==> src/rtl/rxpoll_pkg.sv <==
package rxpoll_pkg;

   typedef enum logic [2:0] {
      PH_SLEEP = 3'd0,
      PH_PLL   = 3'd1,
      PH_SIG   = 3'd2,
      PH_CHK   = 3'd3,
      PH_RX    = 3'd4
   } phase_t;

   // PLL settling, in half periods of the basic clock
   localparam int PLL_TICKS = 1597;
   localparam int SIG_MAX_TICKS = 1860;

   // Signal-path settling in half periods, per bit-rate range
   function automatic int sig_ticks(input logic [1:0] range);
      case (range)
         2'd0:    return 1860;
         2'd1:    return 1092;
         2'd2:    return 708;
         default: return 516;
      endcase
   endfunction

endpackage

==> src/rtl/rxpoll_timer.sv <==
module rxpoll_timer #(
   parameter int CW = 12
) (
   input  logic          clk,
   input  logic          rst,
   input  logic          tick,
   input  logic [CW-1:0] rst_val,
   input  logic          load,
   input  logic [CW-1:0] load_val,
   output logic          expire
);

   logic [CW-1:0] remain;

   // the tick that finds the count at zero ends the phase
   assign expire = tick && (remain == '0);

   always_ff @(posedge clk) begin
      if (rst) begin
         remain <= rst_val;
      end else if (load) begin
         remain <= load_val;
      end else if (tick && (remain != '0)) begin
         remain <= remain - CW'(1);
      end
   end

endmodule

==> src/rtl/rxpoll_ctrl.sv <==
module rxpoll_ctrl
   import rxpoll_pkg::*;
#(
   parameter int CW = 12
) (
   input  logic          clk,
   input  logic          rst,
   input  logic          expire,
   input  logic [CW-1:0] sleep_ld,
   input  logic [1:0]    rate_in,
   input  logic          transp_in,
   input  logic          chk_pass,
   input  logic          chk_fail,
   input  logic          start_bit,
   input  logic          bit_err,
   input  logic          rx_end,
   input  logic          irq_clr,
   output phase_t        state,
   output logic          load,
   output logic [CW-1:0] load_val,
   output logic          rx_on,
   output logic          transp_q,
   output logic          irq
);

   phase_t     nxt;
   logic [1:0] rate_q;
   logic       start_seen;
   logic       irq_set;
   logic       to_sleep;

   always_comb begin
      nxt      = state;
      load     = 1'b0;
      load_val = '0;
      irq_set  = 1'b0;
      to_sleep = 1'b0;
      unique case (state)
         PH_SLEEP: if (expire) begin
            nxt      = PH_PLL;
            load     = 1'b1;
            load_val = CW'(PLL_TICKS - 1);
         end
         PH_PLL: if (expire) begin
            nxt      = PH_SIG;
            load     = 1'b1;
            load_val = CW'(sig_ticks(rate_q) - 1);
         end
         PH_SIG: if (expire) begin
            nxt = PH_CHK;
         end
         PH_CHK: begin
            if (chk_pass) begin
               nxt = PH_RX;
            end else if (chk_fail) begin
               nxt      = PH_SLEEP;
               load     = 1'b1;
               load_val = sleep_ld;
               to_sleep = 1'b1;
            end
         end
         PH_RX: begin
            if (rx_end) begin
               nxt      = PH_SLEEP;
               load     = 1'b1;
               load_val = sleep_ld;
               to_sleep = 1'b1;
            end else if (bit_err && !transp_q && !start_seen) begin
               nxt      = PH_PLL;
               load     = 1'b1;
               load_val = CW'(PLL_TICKS - 1);
               irq_set  = 1'b1;
            end
         end
         default: nxt = PH_SLEEP;
      endcase
   end

   always_ff @(posedge clk) begin
      if (rst) begin
         state      <= PH_SLEEP;
         rate_q     <= '0;
         transp_q   <= 1'b0;
         rx_on      <= 1'b0;
         start_seen <= 1'b0;
         irq        <= 1'b0;
      end else begin
         state <= nxt;
         if (state == PH_SLEEP && expire) begin
            rate_q   <= rate_in;
            transp_q <= transp_in;
         end
         if (state == PH_CHK && chk_pass) begin
            rx_on <= 1'b1;
         end else if (to_sleep) begin
            rx_on <= 1'b0;
         end
         if (state == PH_RX && nxt == PH_RX) begin
            if (start_bit) start_seen <= 1'b1;
         end else begin
            start_seen <= 1'b0;
         end
         if (irq_set) begin
            irq <= 1'b1;
         end else if (irq_clr) begin
            irq <= 1'b0;
         end
      end
   end

endmodule

==> src/rtl/rxpoll_seq.sv <==
module rxpoll_seq
   import rxpoll_pkg::*;
#(
   parameter int SLEEP_W    = 5,
   parameter int SLEEP_UNIT = 1024,
   parameter int EXT_MULT   = 8
) (
   input  logic               clk,
   input  logic               rst,
   input  logic               tick,
   input  logic [SLEEP_W-1:0] sleep_cnt,
   input  logic               sleep_ext,
   input  logic [1:0]         rate_sel,
   input  logic               transp,
   input  logic               chk_pass,
   input  logic               chk_fail,
   input  logic               start_bit,
   input  logic               bit_err,
   input  logic               rx_end,
   input  logic               irq_clr,
   output logic [2:0]         phase,
   output logic               rx_active,
   output logic               pll_en,
   output logic               sig_en,
   output logic               chk_en,
   output logic               clk_on,
   output logic               rx_mode,
   output logic               to_buf,
   output logic               to_pin,
   output logic               irq
);

   localparam int SLEEP_MAX = 2 * (2**SLEEP_W - 1) * SLEEP_UNIT * EXT_MULT;
   localparam int LEN_MAX   = (SLEEP_MAX > SIG_MAX_TICKS) ? SLEEP_MAX : SIG_MAX_TICKS;
   localparam int CW        = $clog2(LEN_MAX + 1);
   localparam logic [CW-1:0] UNIT2 = CW'(2 * SLEEP_UNIT);

   if (SLEEP_W < 1 || SLEEP_W > 16) begin : g_bad_w
      $error("rxpoll_seq: SLEEP_W must lie in 1..16");
   end
   if (SLEEP_UNIT < 1) begin : g_bad_unit
      $error("rxpoll_seq: SLEEP_UNIT must be at least 1");
   end
   if (EXT_MULT < 1) begin : g_bad_mult
      $error("rxpoll_seq: EXT_MULT must be at least 1");
   end

   logic [CW-1:0] base_len;
   logic [CW-1:0] sleep_len;
   logic [CW-1:0] sleep_ld;

   assign base_len = CW'(sleep_cnt) * UNIT2;

   if (EXT_MULT == 1) begin : g_no_ext
      assign sleep_len = base_len;
   end else begin : g_ext
      localparam logic [CW-1:0] MULT = CW'(EXT_MULT);
      assign sleep_len = sleep_ext ? base_len * MULT : base_len;
   end

   // a zero length still costs one tick
   assign sleep_ld = (sleep_len == '0) ? '0 : sleep_len - CW'(1);

   logic          expire;
   logic          load;
   logic [CW-1:0] load_val;
   phase_t        state;
   logic          rx_on;
   logic          transp_q;

   rxpoll_timer #(.CW(CW)) i_timer (
      .clk      (clk),
      .rst      (rst),
      .tick     (tick),
      .rst_val  (sleep_ld),
      .load     (load),
      .load_val (load_val),
      .expire   (expire)
   );

   rxpoll_ctrl #(.CW(CW)) i_ctrl (
      .clk       (clk),
      .rst       (rst),
      .expire    (expire),
      .sleep_ld  (sleep_ld),
      .rate_in   (rate_sel),
      .transp_in (transp),
      .chk_pass  (chk_pass),
      .chk_fail  (chk_fail),
      .start_bit (start_bit),
      .bit_err   (bit_err),
      .rx_end    (rx_end),
      .irq_clr   (irq_clr),
      .state     (state),
      .load      (load),
      .load_val  (load_val),
      .rx_on     (rx_on),
      .transp_q  (transp_q),
      .irq       (irq)
   );

   assign phase     = state;
   assign rx_active = (state != PH_SLEEP);
   assign pll_en    = (state != PH_SLEEP);
   assign sig_en    = (state == PH_SIG) || (state == PH_CHK) || (state == PH_RX);
   assign chk_en    = (state == PH_CHK);
   assign clk_on    = rx_on;
   assign rx_mode   = rx_on;
   assign to_pin    = (state == PH_RX) && transp_q;
   assign to_buf    = (state == PH_RX) && !transp_q;

endmodule

==> config.mk <==
export PLATFORM = sky130hd
export DESIGN_NAME = rxpoll_seq
export DESIGN_NICKNAME = d
export VERILOG_FILES = /design/src/rtl/rxpoll_pkg.sv /design/src/rtl/rxpoll_timer.sv /design/src/rtl/rxpoll_ctrl.sv /design/src/rtl/rxpoll_seq.sv
export SDC_FILE = /design/constraint.sdc
export NUM_CORES = 1
export LEC_CHECK = 0
export BUFFER_PORTS_ARGS = -buffer_cell sky130_fd_sc_hd__buf_4
export CAP_MARGIN = 20
export CELL_PAD_IN_SITES_DETAIL_PLACEMENT = 0
export CELL_PAD_IN_SITES_GLOBAL_PLACEMENT = 2
export CORE_UTILIZATION = 35
export DETAILED_ROUTE_END_ITERATION = 10
export PLACE_DENSITY_LB_ADDON = 0.3
export SETUP_SLACK_MARGIN = 0.02
export SLEW_MARGIN = 5
export SYNTH_ARGS = -nofsm -noshare
export SYNTH_HDL_FRONTEND = slang
export SYNTH_SLANG_ARGS = --single-unit
==> constraint.sdc <==
create_clock -name clk -period 3.6 [get_ports clk]
set_input_delay 0.72 -clock clk [delete_from_list [all_inputs] [get_ports clk]]
set_output_delay 0.72 -clock clk [all_outputs]
set_load 0.005 [all_outputs]
==> flow_summary.ini, run 1 <==
[outcome]
outcome = complete, no violations

[logic_synthesis]
synth_ff_type = edfxtp_1
synth-compound-area-share = 0.1792
synthXorXnorAreaFrac = 0.08866
ys_warn_count = 0
syn-instance-count = 217
synthMuxAreaShare = 0
synth_fp_nets = 239
synth_fa_ha_area_frac = 0.02533
synthArstFlopShare = 0
ys_seq_area_frac = 0.3800
ys_types = 51
avgSynthCellArea_um2 = 9.104
netlist_area_um2 = 1976
synth_edf_count = 19
ys_ff_latch = 28
synthSimpleGateAreaFrac = 0.2628
synth_top_family_by_area = simple AND/OR/NAND/NOR gates

[flow_run]
maxCapViolCount = 0

[timing]
slew_headroom = 0.3952
holdWs_ps = 491.8
hold_viol_final = 0
worst_pin_slew_ps = 899.0
slew_viol_final = 0
fmax_ghz = 0.3545
setup_tns_ps = 0
finalCritPeriodShare = 0.7835
period_needed_ps = 2821
fin_skew_ps = 2.924
setup_ws_ps = 779.5
setup_viol = 0
rsz0062_at_grt = false

[hold_path]
holdPathStages = 2
hp-class = reg2reg

[place]
post-dp-hpwl_um = 3499
dp_slack_ps = 782.8
portBuffers = 29
gp_routability_congestion = 0.7617

[global_route]
grt.overflow.total = 0
grt_usage = 0.1677
grt_pass1_wl_um = 7962
antenna_found_initial = 0
grt_max_degree = 20
first_global_vias = 1641

[clocking]
cts_buffer_depth = 2
ctsHoldBuffers = 0
cts_resized = 0
clk_pin_slew_worst_paths_ps = 100
tritoncts = built
cts_sinks = 28
clk_latency_ps = 270
postCtsSetupBuffers = 0
cts_made_buffers = 3
htreeDepth = 1
root_buffer = clkbuf_8

[power]
p_leak_nw = 0.8581
pwr_density_cell_nw_per_um2 = 297.5
ir_worst_vdd_uv = 132.0
power.total_uw = 675.7

[detailed_routing]
postRouteAntennaNets = 0
drc = 0
vias = 1711
firstDrtPassIters = 4
drt_iter0_markers = 94
post_drt_wl_per_cell_um = 15.43
routed_wl_um = 4815
via_per_inst = 5.484

[cells_and_area]
fillers = 556
drive_gt1_frac = 0.1736
mostFrequentLayoutCell = buf_4
antenna_cells = 0
fin_nets = 265
synthToLayoutAreaGrowth_pct = 14.95
layout_common_cells = buf_4 (33), edfxtp_1 (19), nand2_1 (15)

[worst_setup_path]
startpoint_type = register
crit_path_max_fanout = 19
critPathArrivalTime_ps = 2790
reg2reg_depth = 6
endpoint_kind = register
crit_type = reg2reg
cp.required_ps = 3570

[die]
pin_count = 30
die_w_um = 77.13
std_cell_rows = 26
dieArea_um2 = 5949
die_y_um = 77.13
core_um2 = 5270
start_util = 0.3749
worst paths after layout:
kind	end	from	slack, ps
hold reg to reg	i_ctrl.rx_on$_SDFFE_PP0P_	i_ctrl.rx_on$_SDFFE_PP0P_	490
setup reg to reg	i_timer.remain[14]$_DFFE_PP_	i_timer.remain[11]$_DFFE_PP_	780
hold / removal	i_ctrl.rx_on$_SDFFE_PP0P_	i_ctrl.rx_on$_SDFFE_PP0P_	490
setup / recovery	i_timer.remain[14]$_DFFE_PP_	i_timer.remain[11]$_DFFE_PP_	780
cell usage after synthesis (6+ instances only):
cell type  instances  share of area
edfxtp_1          19           0.29
nand2_1           15          0.028
nor2_1            13          0.025
nor3_1            13          0.033
inv_1             11          0.021
xnor2_1           11          0.049
a21oi_1            9          0.023
dfxtp_1            9          0.091
xor2_1             9          0.040
o21ai_0            7          0.018
nand3_1            6          0.015
o22ai_1            6          0.019
or3_1              6          0.019
cell type report:
class | instances | area (µm²) | share of cell area
clock buffers | 4 | 45.04 | 0.01983
flip-flops and latches | 28 | 750.7 | 0.3306
repair buffers | 33 | 247.7 | 0.1091
multi-input cells | 166 | 1099 | 0.4837
inverters | 11 | 41.29 | 0.01818
well taps | 70 | 87.58 | 0.03857
registers in the layout, summed over array words and instances, names as in the netlist:
signal	flops
i_ctrl.rx_on	1
i_ctrl.start_seen	1
i_ctrl.transp_q	1
i_timer.remain	19
i_ctrl.rate_q	2
i_ctrl.state	3
i_ctrl.irq	1
kinds of logic after synthesis:
| family | count (synthesis) |
|---|---|
| fa+ha+maj | 4 |
| simple gates | 91 |
| flops | 28 |
| compound gates | 51 |
| xor+xnor | 20 |
| buf+inv | 23 |
critical path: stages (launching register included):
cell      delay (ps)
edfxtp_1         460
or4_4            570
and4bb_2         380
and4_1           380
or3_1            330
a21o_1           120
buf_4            250
layer usage:
layer  global-route usage  part of all wire  vias to the layer above
met5                    0                 0                        -
met4              0.05660             0.018                        0
met3              0.01905             0.044                       11
met2               0.2442              0.43                       47
met1               0.2522              0.51                      799
li1                     -                 -                      854
power by group:
group          switching [mW]  internal (mW)  total, mW
combinational          0.0564         0.0530      0.109
sequential             0.0185          0.368      0.387
clock                   0.100         0.0795      0.180
total                   0.175          0.501      0.676
metrics by stage:
stage,cell area [µm²],utilization,std cells
global placement,2226,0.4224,308
detailed placement,2226,0.4224,308
CTS,2271,0.4309,312
global route,2271,0.4309,312
finish,2271,0.4309,312
floorplan,1976,-,217
Note: power is estimated with default switching activity, not from simulation.
==> inputs of run 2 (changes only) <==
==> constraint.sdc (replaced) <==
create_clock -name clk -period 2.8 [get_ports clk]
set_input_delay 0.56 -clock clk [delete_from_list [all_inputs] [get_ports clk]]
set_output_delay 0.56 -clock clk [all_outputs]
set_load 0.005 [all_outputs]
==> run 2 against run 1 <==
  * Clock skew is 3.3 ps higher
  * Non-clock buffer count is 6 higher
  * Flip-flop and latch count stayed put
  * Sequential share of layout area is 1.2 points lower
  * Die area stayed put
  * Final cell count is 1.9% higher
  * Via count is 0.12% higher
  * Total power is 43% higher
  * Critical path type unchanged
  * Critical endpoint is now i_timer.remain[6]$_DFFE_PP_
  * Largest cell class unchanged
==> flow_summary.ini, run 2 (synthesis gave the netlist of run 1 again) <==
[outcome]
outcome = complete, no violations

[global_route]
grt_max_degree = 20
grt_pass1_wl_um = 8128
first_global_vias = 1645
grt.overflow.total = 0
antenna_found_initial = 0
grt_usage = 0.1712

[detailed_routing]
firstDrtPassIters = 4
via_per_inst = 5.387
routed_wl_um = 4730
postRouteAntennaNets = 0
vias = 1713
post_drt_wl_per_cell_um = 14.87
drt_iter0_markers = 82
drc = 0

[die]
pin_count = 30
std_cell_rows = 26
start_util = 0.3749
dieArea_um2 = 5949
die_y_um = 77.13
core_um2 = 5270
die_w_um = 77.13

[cells_and_area]
synthToLayoutAreaGrowth_pct = 19.19
layout_common_cells = buf_4 (38), edfxtp_1 (19), nand2_1 (15)
drive_gt1_frac = 0.1976
final_cells = 318
top_regs = i_timer.remain: 19 flops, i_ctrl.state: 3 flops, i_ctrl.rate_q: 2 flops
largest_register_ffs = 19
final_cell_area_um2 = 2355
mostFrequentLayoutCell = buf_4
finish.utilization = 0.4468
top_register = i_timer.remain
antenna_cells = 0
fin_nets = 271

[power]
p_clk_frac = 0.337
ir_worst_vdd_uv = 290.2
power_frac_comb = 0.148
swShare = 0.2375
p_int_uw = 735.9
p_leak_nw = 0.9087
power_frac_seq = 0.515
pwr_density_cell_nw_per_um2 = 409.9
power.total_uw = 965.1
p_sw_uw = 229.2

[timing]
slew_viol_final = 0
fin_skew_ps = 6.257
worst_pin_slew_ps = 569.5
slew_headroom = 0.6174
holdWs_ps = 496.3
finalCritPeriodShare = 0.8523
setup_ws_ps = 413.5
hold_viol_final = 0
rsz0062_at_grt = false
fmax_ghz = 0.4190
setup_tns_ps = 0
setup_viol = 0
period_needed_ps = 2387

[place]
post-dp-hpwl_um = 3525
portBuffers = 29
place_inst = 314
placed_area_um2 = 2283
gp_routability_congestion = 0.8072
dp_slack_ps = 279.4

[hold_path]
hp-class = reg2reg

[clocking]
ctsHoldBuffers = 0
cts_sinks = 28
cts_buffer_depth = 2
clk_latency_ps = 280
postCtsSetupBuffers = 0
tritoncts = built
cts_made_buffers = 3
cts_resized = 0
htreeDepth = 1
root_buffer = clkbuf_8
clk_pin_slew_worst_paths_ps = 100

[flow_run]
maxCapViolCount = 0

[worst_setup_path]
startpoint_type = register
critPathArrivalTime_ps = 2400
cp.required_ps = 2810
crit_path_max_fanout = 13
reg2reg_setup_slack_ps = 410
endpoint_kind = register
crit_type = reg2reg
-- run 2: changes by cell type in the layout (fill, tap and decap cells not counted), sizes merged --
cell | before | now
buf | 33 | 39
bufinv | 0 | 1
clkbuf | 4 | 3
-- run 2: critical path, stage by stage, from the launching register on --
cell,delay (ps)
edfxtp_1,450
or4_4,570
and4bb_2,390
and4_1,220
or3_1,130
buf_4,210
o221ai_1,140
-- run 2: final cells by class --
type	instances	area (µm²)
multi-input combinational	166	1099
sequential	28	750.7
tap	70	87.58
clock inverter	1	30.03
timing repair buffer	39	305.3
inverter	11	41.29
fill	553	2915
clock buffer	3	41.29
-- run 2: worst paths after layout --
path | start | end | depth (start not counted)
worst max-delay path | i_timer.remain[11]$_DFFE_PP_ | i_timer.remain[6]$_DFFE_PP_ | 6
worst min-delay path | i_ctrl.rx_on$_SDFFE_PP0P_ | i_ctrl.rx_on$_SDFFE_PP0P_ | 2
worst max register to register | i_timer.remain[11]$_DFFE_PP_ | i_timer.remain[6]$_DFFE_PP_ | 6
worst min register to register | i_ctrl.rx_on$_SDFFE_PP0P_ | i_ctrl.rx_on$_SDFFE_PP0P_ | 2
-- run 2: power groups by stage --
| stage | Sequential (mW) | Combinational (mW) | Clock [mW] |
|---|---|---|---|
| after global placement | 0.506 | 0.143 | 0 |
| final | 0.497 | 0.143 | 0.326 |
| after CTS | 0.497 | 0.144 | 0.337 |
| after detailed placement | 0.506 | 0.142 | 0 |
| after global routing | 0.500 | 0.160 | 0.352 |
| after floorplan | 0.500 | 0.0936 | 0 |
-- run 2: layer usage --
layer,vias to the layer above,part of all wire,GRT usage
met5,-,0,0
met4,0,0.0097,0.05094
met3,4,0.038,0.01548
met2,35,0.44,0.2770
met1,804,0.51,0.2399
li1,870,-,-
